## config.mk

```make
export PLATFORM = sky130hd
export DESIGN_NAME = frame_idle_wdog
export DESIGN_NICKNAME = d
export VERILOG_FILES = /design/src/rtl/fiw_pkg.sv /design/src/rtl/fiw_lane.sv /design/src/rtl/fiw_rdmux.sv /design/src/rtl/frame_idle_wdog.sv
export SDC_FILE = /design/constraint.sdc
export NUM_CORES = 1
export LEC_CHECK = 0
export ABC_AREA = 1
export BUFFER_PORTS_ARGS = -buffer_cell sky130_fd_sc_hd__buf_2
export CAP_MARGIN = 30
export CORE_ASPECT_RATIO = 0.7
export CORE_MARGIN = 1.5
export CORE_UTILIZATION = 34
export DETAILED_ROUTE_END_ITERATION = 10
export PLACE_DENSITY = 0.45
export SLEW_MARGIN = 20
export SYNTH_ARGS = -nofsm -noshare
export SYNTH_HDL_FRONTEND = slang
export SYNTH_SLANG_ARGS = --single-unit
```

## constraint.sdc

```tcl
create_clock -name clk -period 4.2 [get_ports clk]
set_input_delay 0.84 -clock clk [delete_from_list [all_inputs] [get_ports clk]]
set_output_delay 0.84 -clock clk [all_outputs]
set_load 0.01 [all_outputs]
```

## src/rtl/fiw_pkg.sv

```systemverilog
package fiw_pkg;
   localparam int unsigned REG_ARM      = 0;
   localparam int unsigned REG_EN       = 1;
   localparam int unsigned REG_STAT     = 2;
   localparam int unsigned REG_LIM_BASE = 4;

   function automatic int unsigned last_base(input int unsigned n_in);
      return REG_LIM_BASE + n_in;
   endfunction
endpackage

```

## src/rtl/fiw_lane.sv

```systemverilog
module fiw_lane #(
   parameter int unsigned CNT_W     = 16,
   parameter int unsigned DEF_LIMIT = 6144
) (
   input  logic             clk,
   input  logic             rst_n,
   input  logic             arm,
   input  logic             strobe,
   input  logic             lim_we,
   input  logic             en_we,
   input  logic             en_wval,
   input  logic             stat_clr,
   input  logic [CNT_W-1:0] wdata,
   output logic             en_q,
   output logic             stat_q,
   output logic             clr_q,
   output logic [CNT_W-1:0] limit_q,
   output logic [CNT_W-1:0] last_q
);
   localparam logic [CNT_W-1:0] CNT_MAX = '1;
   localparam logic [CNT_W-1:0] LIM_RST = CNT_W'(DEF_LIMIT);

   logic [CNT_W-1:0] cnt_q;
   logic             at_max;
   logic             expire;

   assign at_max = (cnt_q == CNT_MAX);
   assign expire = en_q && arm && (limit_q != '0) && !strobe
                   && (cnt_q >= limit_q - 1'b1);

   always_ff @(posedge clk) begin
      if (!rst_n) begin
         cnt_q   <= '0;
         last_q  <= '0;
         limit_q <= LIM_RST;
         en_q    <= 1'b0;
         stat_q  <= 1'b0;
         clr_q   <= 1'b0;
      end else begin
         clr_q <= expire;
         if (lim_we) limit_q <= wdata;
         if (en_we)       en_q <= en_wval;
         else if (expire) en_q <= 1'b0;
         if (expire)        stat_q <= 1'b1;
         else if (stat_clr) stat_q <= 1'b0;
         if (!en_q || expire) begin
            cnt_q <= '0;
         end else if (strobe) begin
            last_q <= at_max ? cnt_q : cnt_q + 1'b1;
            cnt_q  <= '0;
         end else if (!at_max) begin
            cnt_q <= cnt_q + 1'b1;
         end
      end
   end
endmodule

```

## src/rtl/fiw_rdmux.sv

```systemverilog
module fiw_rdmux
   import fiw_pkg::*;
#(
   parameter int unsigned NUM_IN = 4,
   parameter int unsigned CNT_W  = 16,
   parameter int unsigned ADDR_W = 4
) (
   input  logic                         arm,
   input  logic [NUM_IN-1:0]            en_vec,
   input  logic [NUM_IN-1:0]            stat_vec,
   input  logic [NUM_IN-1:0][CNT_W-1:0] lim_vec,
   input  logic [NUM_IN-1:0][CNT_W-1:0] last_vec,
   input  logic [ADDR_W-1:0]            rd_addr,
   output logic [CNT_W-1:0]             rd_data
);
   localparam int unsigned LAST_BASE = last_base(NUM_IN);

   always_comb begin
      rd_data = '0;
      if (rd_addr == ADDR_W'(REG_ARM))  rd_data[0] = arm;
      if (rd_addr == ADDR_W'(REG_EN))   rd_data[NUM_IN-1:0] = en_vec;
      if (rd_addr == ADDR_W'(REG_STAT)) rd_data[NUM_IN-1:0] = stat_vec;
      for (int i = 0; i < NUM_IN; i++) begin
         if (rd_addr == ADDR_W'(REG_LIM_BASE + i)) rd_data = lim_vec[i];
         if (rd_addr == ADDR_W'(LAST_BASE + i))    rd_data = last_vec[i];
      end
   end
endmodule

```

## src/rtl/frame_idle_wdog.sv

```systemverilog
module frame_idle_wdog
   import fiw_pkg::*;
#(
   parameter int unsigned NUM_IN    = 4,
   parameter int unsigned CNT_W     = 16,
   parameter int unsigned DEF_LIMIT = 6144,
   localparam int unsigned ADDR_W   = $clog2(REG_LIM_BASE + 2 * NUM_IN)
) (
   input  logic              clk,
   input  logic              rst_n,
   input  logic [NUM_IN-1:0] frame_start,
   input  logic              wr_en,
   input  logic [ADDR_W-1:0] wr_addr,
   input  logic [CNT_W-1:0]  wr_data,
   input  logic [ADDR_W-1:0] rd_addr,
   output logic [CNT_W-1:0]  rd_data,
   output logic [NUM_IN-1:0] in_en,
   output logic [NUM_IN-1:0] en_clr,
   output logic [NUM_IN-1:0] wd_stat
);
   if (NUM_IN < 1 || NUM_IN > 16) begin : g_bad_num
      $error("NUM_IN must lie in 1..16");
   end
   if (CNT_W < NUM_IN || CNT_W > 32) begin : g_bad_cnt
      $error("CNT_W must cover NUM_IN and be at most 32");
   end
   if (DEF_LIMIT >= (64'd1 << CNT_W)) begin : g_bad_def
      $error("DEF_LIMIT does not fit in CNT_W bits");
   end

   logic                         arm_q;
   logic                         arm_we, en_we, stat_we;
   logic [NUM_IN-1:0][CNT_W-1:0] lim_vec;
   logic [NUM_IN-1:0][CNT_W-1:0] last_vec;

   assign arm_we  = wr_en && (wr_addr == ADDR_W'(REG_ARM));
   assign en_we   = wr_en && (wr_addr == ADDR_W'(REG_EN));
   assign stat_we = wr_en && (wr_addr == ADDR_W'(REG_STAT));

   always_ff @(posedge clk) begin
      if (!rst_n)      arm_q <= 1'b0;
      else if (arm_we) arm_q <= wr_data[0];
   end

   for (genvar i = 0; i < NUM_IN; i++) begin : g_lane
      fiw_lane #(.CNT_W(CNT_W), .DEF_LIMIT(DEF_LIMIT)) u_lane (
         .clk      (clk),
         .rst_n    (rst_n),
         .arm      (arm_q),
         .strobe   (frame_start[i]),
         .lim_we   (wr_en && (wr_addr == ADDR_W'(REG_LIM_BASE + i))),
         .en_we    (en_we),
         .en_wval  (wr_data[i]),
         .stat_clr (stat_we && wr_data[i]),
         .wdata    (wr_data),
         .en_q     (in_en[i]),
         .stat_q   (wd_stat[i]),
         .clr_q    (en_clr[i]),
         .limit_q  (lim_vec[i]),
         .last_q   (last_vec[i])
      );
   end

   fiw_rdmux #(.NUM_IN(NUM_IN), .CNT_W(CNT_W), .ADDR_W(ADDR_W)) u_rd (
      .arm      (arm_q),
      .en_vec   (in_en),
      .stat_vec (wd_stat),
      .lim_vec  (lim_vec),
      .last_vec (last_vec),
      .rd_addr  (rd_addr),
      .rd_data  (rd_data)
   );
endmodule

```

==> results of run 1 <==
-- placed cells by master (no fill, tap or decap), drive strengths merged, types with 4 or more instances in the layout --
cell type and n:
nand2 353, nor2 311, inv 236, dfxtp 205, o21ai 133, a21oi 124, nand3 90, ha 72
buf 66, xor2 57, clkbuf 33, nand4 32, nor3 32, xnor2 28, o211ai 21, clkinv 8
a21o 5, o221ai 4, bufinv 4
-- flip-flops by register name (all words and copies together), names as in the netlist --
signal and count:
g_lane.u_lane.last_q 64, g_lane.u_lane.limit_q 64, g_lane.u_lane.cnt_q 64, arm_q 1, g_lane.u_lane.stat_q 4, g_lane.u_lane.en_q 4
g_lane.u_lane.clr_q 4
-- critical path, delay by kind of cell --
kind,cells,cell delay (ps)
and+or+nand+nor,3,550
AOI/OAI and AO/OA,1,650
buffers and inverters,5,680
-- worst min path at each step --
stage | end | slack [ps] | cells after the start
after global routing | g_lane[3].u_lane.last_q[2]$_SDFFE_PN0P_ | 520 | 2
after floorplan | g_lane[0].u_lane.stat_q$_SDFFE_PN0P_ | 460 | 2
after detailed placement | g_lane[3].u_lane.last_q[2]$_SDFFE_PN0P_ | 490 | 2
final | g_lane[3].u_lane.last_q[2]$_SDFFE_PN0P_ | 500 | 2
after global placement | g_lane[2].u_lane.last_q[12]$_SDFFE_PN0P_ | 480 | 2
after CTS | g_lane[3].u_lane.stat_q$_SDFFE_PN0P_ | 500 | 2
-- per-stage QoR --
step | setup slack, ps | total power, mW
global placement | 648 | 2.39
finish | 627 | 4.66
detailed placement | 632 | 2.40
CTS | 624 | 4.72
floorplan | 1520 | 2.26
global route | 362 | 4.83
-- metal layers --
layer / GRT usage (%) / part of all wire (%) / up-vias
met5: 0 / 0 / -
met4: 3.88 / 1.5 / 0
met3: 3.64 / 5.2 / 40
met2: 34.4 / 42 / 235
met1: 34.2 / 51 / 5331
li1: - / - / 5826
-- Yosys cell counts --
cell      instances
nor3_4            2
nor2_2            9
buf_2             7
ha_1             72
xnor2_1          28
a211oi_1          2
a31oi_1           1
nor3b_1           2
and3_1            1
a221oi_1          1
xor2_1           57
o22ai_1           2
nand3_4           1
nor2_4            2
clkbuf_1         34
nor3_1           26
inv_1           235
nor3_2            4
o211ai_1         21
a21oi_1         124
inv_2             1
clkinv_1          2
or2_2             2
nand2_1         346
and2_1            3
nor4_1            3
nand4_2           1
a31o_2            3
o21ai_0         132
nand2_2           7
nand3b_1          3
nand3_1          83
and2b_1           1
nand3_2           6
buf_6             4
buf_4            16
or2_1             1
o21ai_1           1
a21o_1            5
nand4_1          31
o221ai_1          4
nor2_1          300
nor4b_1           1
dfxtp_1         205
-- final cells by class --
type                       instances  area share [%]
tap                              472            4.34
inverter                         238            6.57
timing repair buffer              66            2.65
multi-input combinational       1288            50.0
clock buffer                      33            5.19
clock inverter                    10            1.10
sequential                       205            30.2
-- cell families (layout without fill, tap and decap cells) --
logic type,after synthesis,after routing,share of synthesized area (%)
and+or+nand+nor,835,835,29.4
buffers and inverters,299,347,10.1
AOI/OAI and AO/OA,296,296,13.1
DFF,205,205,33.9
xor gates and xnor gates,85,85,6.14
adders and majority gates,72,72,7.43
-- power breakdown --
group | switching [mW] | internal [mW]
clock | 0.891 | 1.41
sequential | 0.0272 | 1.97
combinational | 0.244 | 0.115
total | 1.16 | 3.50
==> summary.md, run 1 <==
| Metric | Value |
|---|---|
| Unrepaired setup endpoints after global routing | `no` |
| Routed Wire Length | `42300 um` |
| Post-synthesis cell type count | `44` |
| Synthesized flop and latch total | `205` |
| Max VDD drop | `0.244 mV` |
| Max cap viols | `0` |
| Post-Place Cell Area | `12700 um2` |
| CP dominant cell by count | `inv_1` |
| Multi-input logic area | `6800 um2` |
| Startpoint types | `input port` |
| Wirelength per Cell | `18.3 um` |
| Nets | `1926` |
| Starting Density | `34.8%` |
| TritonCTS clock tree | `done` |
| Hold_buf cts | `0` |
| # IOs | `59` |
| DRC violations left | `0` |
| Largest area contributor in the netlist | `dfxtp_1` |
| Critical-path cell list | `buf_2 -> inv_1 -> nand2_1 -> inv_1 -> nand2_1 -> inv_1 -> a221oi_1 -> nand4_1 -> buf_2` |
| Synthesis-to-layout area growth | `12.2%` |
| Die height | `161 um` |
| Port bufs | `58` |
| Worst Hold Launch | `g_lane[3].u_lane.last_q[2]$_SDFFE_PN0P_` |
| 1st-iter DRT viols | `911` |
| Detail Placement HPWL | `33100 um` |
| Worst-path clk slew | `60 ps` |
| Outcome | `finished, final reports clean` |
| FF+latch area | `4100 um2` |
| Hold Crit Class | `reg -> reg` |
| R2r worst-path depth | `19` |
| Kind of critical path | `in -> out` |
| Vias | `11400` |
| Post-CTS setup buffers | `0` |
| Hold_ws | `501 ps` |
| Crit path required time | `3360 ps` |
| Largest net degree at the start of global routing | `58` |
| Clk_lat worst skew | `540 ps` |
| Crit end category | `output pin` |
| H-tree level count | `1` |
| Slew margin rel. | `40.4%` |
| Syn avg cell area | `6.76 um2` |
| CORE AREA | `34900 um2` |
| Total CTS buffers | `24` |
| Setup TNS | `0 ps` |
| DRT antenna net count | `0` |
| Fin crit period | `3570 ps` |
| Worst-path maximum fanout | `9` |
| Final hold violations | `0` |
| Worst path max stage delay | `650 ps` |
| PostCTS Resize Cnt | `0` |
| Layout cells sized above 1 | `7.88%` |
| Synthesis Warnings | `0` |
| Leakage power | `6.28 nW` |
| Area contributors post-synth | `dfxtp_1 34%, nand2_1 11%, nor2_1 9.3%` |
| Worst reg2reg path endpoint | `g_lane[0].u_lane.cnt_q[8]$_SDFF_PP0_` |
| Crit path max-delay cell type | `a221oi_1` |
| Fin crit share | `85.1%` |
| Arrival @ worst endpoint | `2730 ps` |
| Die ar. | `36800 um2` |
| Final Skew | `9.27 ps` |
| Fin util | `39.0%` |
| Sequential share of the synthesized area | `33.9%` |
| Fmax achieved | `0.280 GHz` |
| Final std cells w/o fill | `2312` |
| Root Driver | `clkbuf_16` |
| Clk sinks | `205` |
| Initial antenna violation count | `3` |
| Number of cells produced by synthesis | `1792` |
| Endpoints failing setup | `0` |
| Global Route Usage Sum | `22.8%` |
| First-pass GRT wire length | `63900 um` |
| Worst-case clock buffer depth | `3` |
| Worst-margin pin slew | `893 ps` |
| Worst Setup EP | `rd_data[6]` |
| Std cell rows | `57` |
| Vias in the first global route | `10600` |
| Vias/cell | `4.94` |
| Drt pass-1 iters | `4` |
| Worst R2R Setup Slack | `1010 ps` |
| Fill count | `3802` |
| Share of the synthesized area in the top cell type | `33.9%` |
| Slew Viols, Final | `0` |
| Number of diodes | `0` |
| Inst Count DP | `2268` |
| GPL Wtd Cong | `0.902` |
| Overflow after GRT | `0` |
| Final Cell Area | `13600 um2` |
| Cell Area, Synth | `12100 um2` |
| Pwr dens | `343 nW/um2` |
| Die width | `229 um` |
| Mapped Nets | `1895` |
| Critical Path Start | `rd_addr[3]` |
| R2R Path Start | `g_lane[0].u_lane.limit_q[1]$_SDFFE_PN0P_` |
(Power assumes the default switching activity.)
==> run 2: changes to the inputs <==
- CORE_ASPECT_RATIO: 0.7 -> default
==> run 2 against run 1 <==
- non-clock buffer count fell by 2
- register-to-register slack got worse by 40 ps
- combinational power fell by 1%
- global-route usage increased by 0.26 points
- sequential power is essentially flat
- sequential share of layout area shrank 0.089 points
- utilization rose by 0.20 points
- setup slack worse by 150 ps
- power up 3.0%
- clock power increased by 6%
- critical path depth did not move
==> summary.md, run 2 (synthesis gave the netlist of run 1 again) <==
| Metric | Value |
|---|---|
| Outcome | `finished, final reports clean (unchanged)` |
| PostCTS Resize Cnt | `0 (unchanged)` |
| Die height | `192 um (was 161 um)` |
| Crit path required time | `3360 ps (about the same)` |
| Synthesis-to-layout area growth | `12.6% (was 12.2%)` |
| TritonCTS clock tree | `done (unchanged)` |
| Vias/cell | `4.89 (was 4.94)` |
| # IOs | `59 (unchanged)` |
| Starting Density | `34.8% (about the same)` |
| Leakage power | `6.31 nW (was 6.28 nW)` |
| First-pass GRT wire length | `63600 um (was 63900 um)` |
| Most frequent cells in the layout | `346 x nand2_1, 300 x nor2_1, 235 x inv_1 (unchanged)` |
| Startpoint types | `input port (unchanged)` |
| Pwr dens | `352 nW/um2 (was 343 nW/um2)` |
| Post-CTS setup buffers | `0 (unchanged)` |
| Layout cells sized above 1 | `8.14% (was 7.88%)` |
| Vias | `11200 (was 11400)` |
| Crit path max-delay cell type | `nor2_1 (was a221oi_1)` |
| Nets | `1926 (unchanged)` |
| DRT antenna net count | `0 (unchanged)` |
| Final std cells w/o fill | `2297 (was 2312)` |
| Worst-case clock buffer depth | `3 (unchanged)` |
| Endpoints failing setup | `0 (unchanged)` |
| Hold_buf cts | `0 (unchanged)` |
| Fin crit share | `88.5% (was 85.1%)` |
| DRC violations left | `0 (unchanged)` |
| CORE AREA | `34800 um2 (was 34900 um2)` |
| Unrepaired setup endpoints after global routing | `no (unchanged)` |
| Vias in the first global route | `10600 (about the same)` |
| Arrival @ worst endpoint | `2880 ps (was 2730 ps)` |
| Initial antenna violation count | `2 (was 3)` |
| Worst-margin pin slew | `909 ps (was 893 ps)` |
| Number of diodes | `0 (unchanged)` |
| Largest net degree at the start of global routing | `71 (was 58)` |
| H-tree level count | `1 (unchanged)` |
| Fmax achieved | `0.269 GHz (was 0.280 GHz)` |
| Setup TNS | `0 ps (unchanged)` |
| Detail Placement HPWL | `32600 um (was 33100 um)` |
| 1st-iter DRT viols | `687 (was 911)` |
| Max cap viols | `0 (unchanged)` |
| Drt pass-1 iters | `6 (was 4)` |
| Wirelength per Cell | `18.2 um (was 18.3 um)` |
| Commonest non-fill, non-tap cell in the layout | `nand2_1 (unchanged)` |
| Kind of critical path | `in -> out (unchanged)` |
| Hold Crit Class | `reg -> reg (unchanged)` |
| GPL Wtd Cong | `0.904 (was 0.902)` |
| Final Skew | `14.9 ps (was 9.27 ps)` |
| Slew margin rel. | `39.2% (was 40.4%)` |
| Worst-path clk slew | `60 ps (about the same)` |
| Inst Count DP | `2250 (was 2268)` |
| Overflow after GRT | `0 (unchanged)` |
| Root Driver | `clkbuf_16 (unchanged)` |
| Global Route Usage Sum | `23.0% (was 22.8%)` |
| Worst path max stage delay | `710 ps (was 650 ps)` |
| Critical-path cell list | `buf_2 -> inv_1 -> nand2_1 -> nor2_1 -> inv_1 -> o221ai_1 -> nor3_1 -> nand4_1 -> buf_2 (was buf_2 -> inv_1 -> nand2_1 -> inv_1 -> nand2_1 -> inv_1 -> a221oi_1 -> nand4_1 -> buf_2)` |
| Total CTS buffers | `26 (was 24)` |
| Routed Wire Length | `41900 um (was 42300 um)` |
| Crit end category | `output pin (unchanged)` |
| Worst-path maximum fanout | `12 (was 9)` |
| Clk_lat worst skew | `570 ps (was 540 ps)` |
| Std cell rows | `68 (was 57)` |
| Die width | `192 um (was 229 um)` |
| Fin crit period | `3720 ps (was 3570 ps)` |
| Final hold violations | `0 (unchanged)` |
| Clk sinks | `205 (unchanged)` |
| Top flop regs | `g_lane.u_lane.cnt_q (64), g_lane.u_lane.last_q (64), g_lane.u_lane.limit_q (64) (unchanged)` |
| Slew Viols, Final | `0 (unchanged)` |
| Max VDD drop | `0.292 mV (was 0.244 mV)` |
| Die ar. | `36800 um2 (about the same)` |
| Port bufs | `58 (unchanged)` |
[run 2: worst paths after layout]
path	start	endpoint	slack (ps)	cells after the start
setup / recovery	rd_addr[3]	rd_data[7]	480	9
hold / removal	g_lane[2].u_lane.last_q[2]$_SDFFE_PN0P_	g_lane[2].u_lane.last_q[2]$_SDFFE_PN0P_	500	2
setup reg to reg	g_lane[3].u_lane.limit_q[0]$_SDFFE_PN0P_	g_lane[3].u_lane.cnt_q[9]$_SDFF_PP0_	970	18
hold reg to reg	g_lane[2].u_lane.last_q[2]$_SDFFE_PN0P_	g_lane[2].u_lane.last_q[2]$_SDFFE_PN0P_	500	2
[run 2: report_power, final]
| group | switching, mW | internal (mW) | total, mW |
|---|---|---|---|
| combinational | 0.241 | 0.114 | 0.356 |
| sequential | 0.0263 | 1.97 | 2.00 |
| clock | 0.937 | 1.51 | 2.45 |
[run 2: final cells by class]
type	instances	area (um2)
Clock buffer	34	761
Clock inverter	13	179
Fill cell	3796	21200
Inverter	238	893
Multi-Input combinational cell	1288	6800
Sequential cell	205	4100
Tap cell	455	569
Timing Repair Buffer	64	338
[run 2: routing by layer]
layer	routed length [um]	share of wire [%]	track usage, %
met5	0	0	0
met4	809	1.9	4.66
met3	1910	4.6	3.22
met2	18900	45	37.6
met1	20300	48	32.2
[run 2: worst max-delay path: cells and delay by family]
| family | cells | cell delay [ps] |
|---|---|---|
| compound gates | 1 | 340 |
| buf+inv | 4 | 620 |
| simple gates | 4 | 1060 |
[run 2: stage by stage]
step / instance area (um2) / power (mW) / utilization, % / setup slack, ps / hold WS, ps
6_report: 13600 / 4.80 / 39.2 / 481 / 502
5_1_grt: 13600 / 4.99 / 39.2 / 325 / 522
4_1_cts: 13600 / 4.86 / 39.2 / 568 / 506
3_5_place_dp: 12700 / 2.39 / 36.5 / 570 / 486
3_3_place_gp: 12700 / 2.39 / 36.5 / 568 / 485
2_1_floorplan: 12100 / 2.26 / - / 1520 / 457
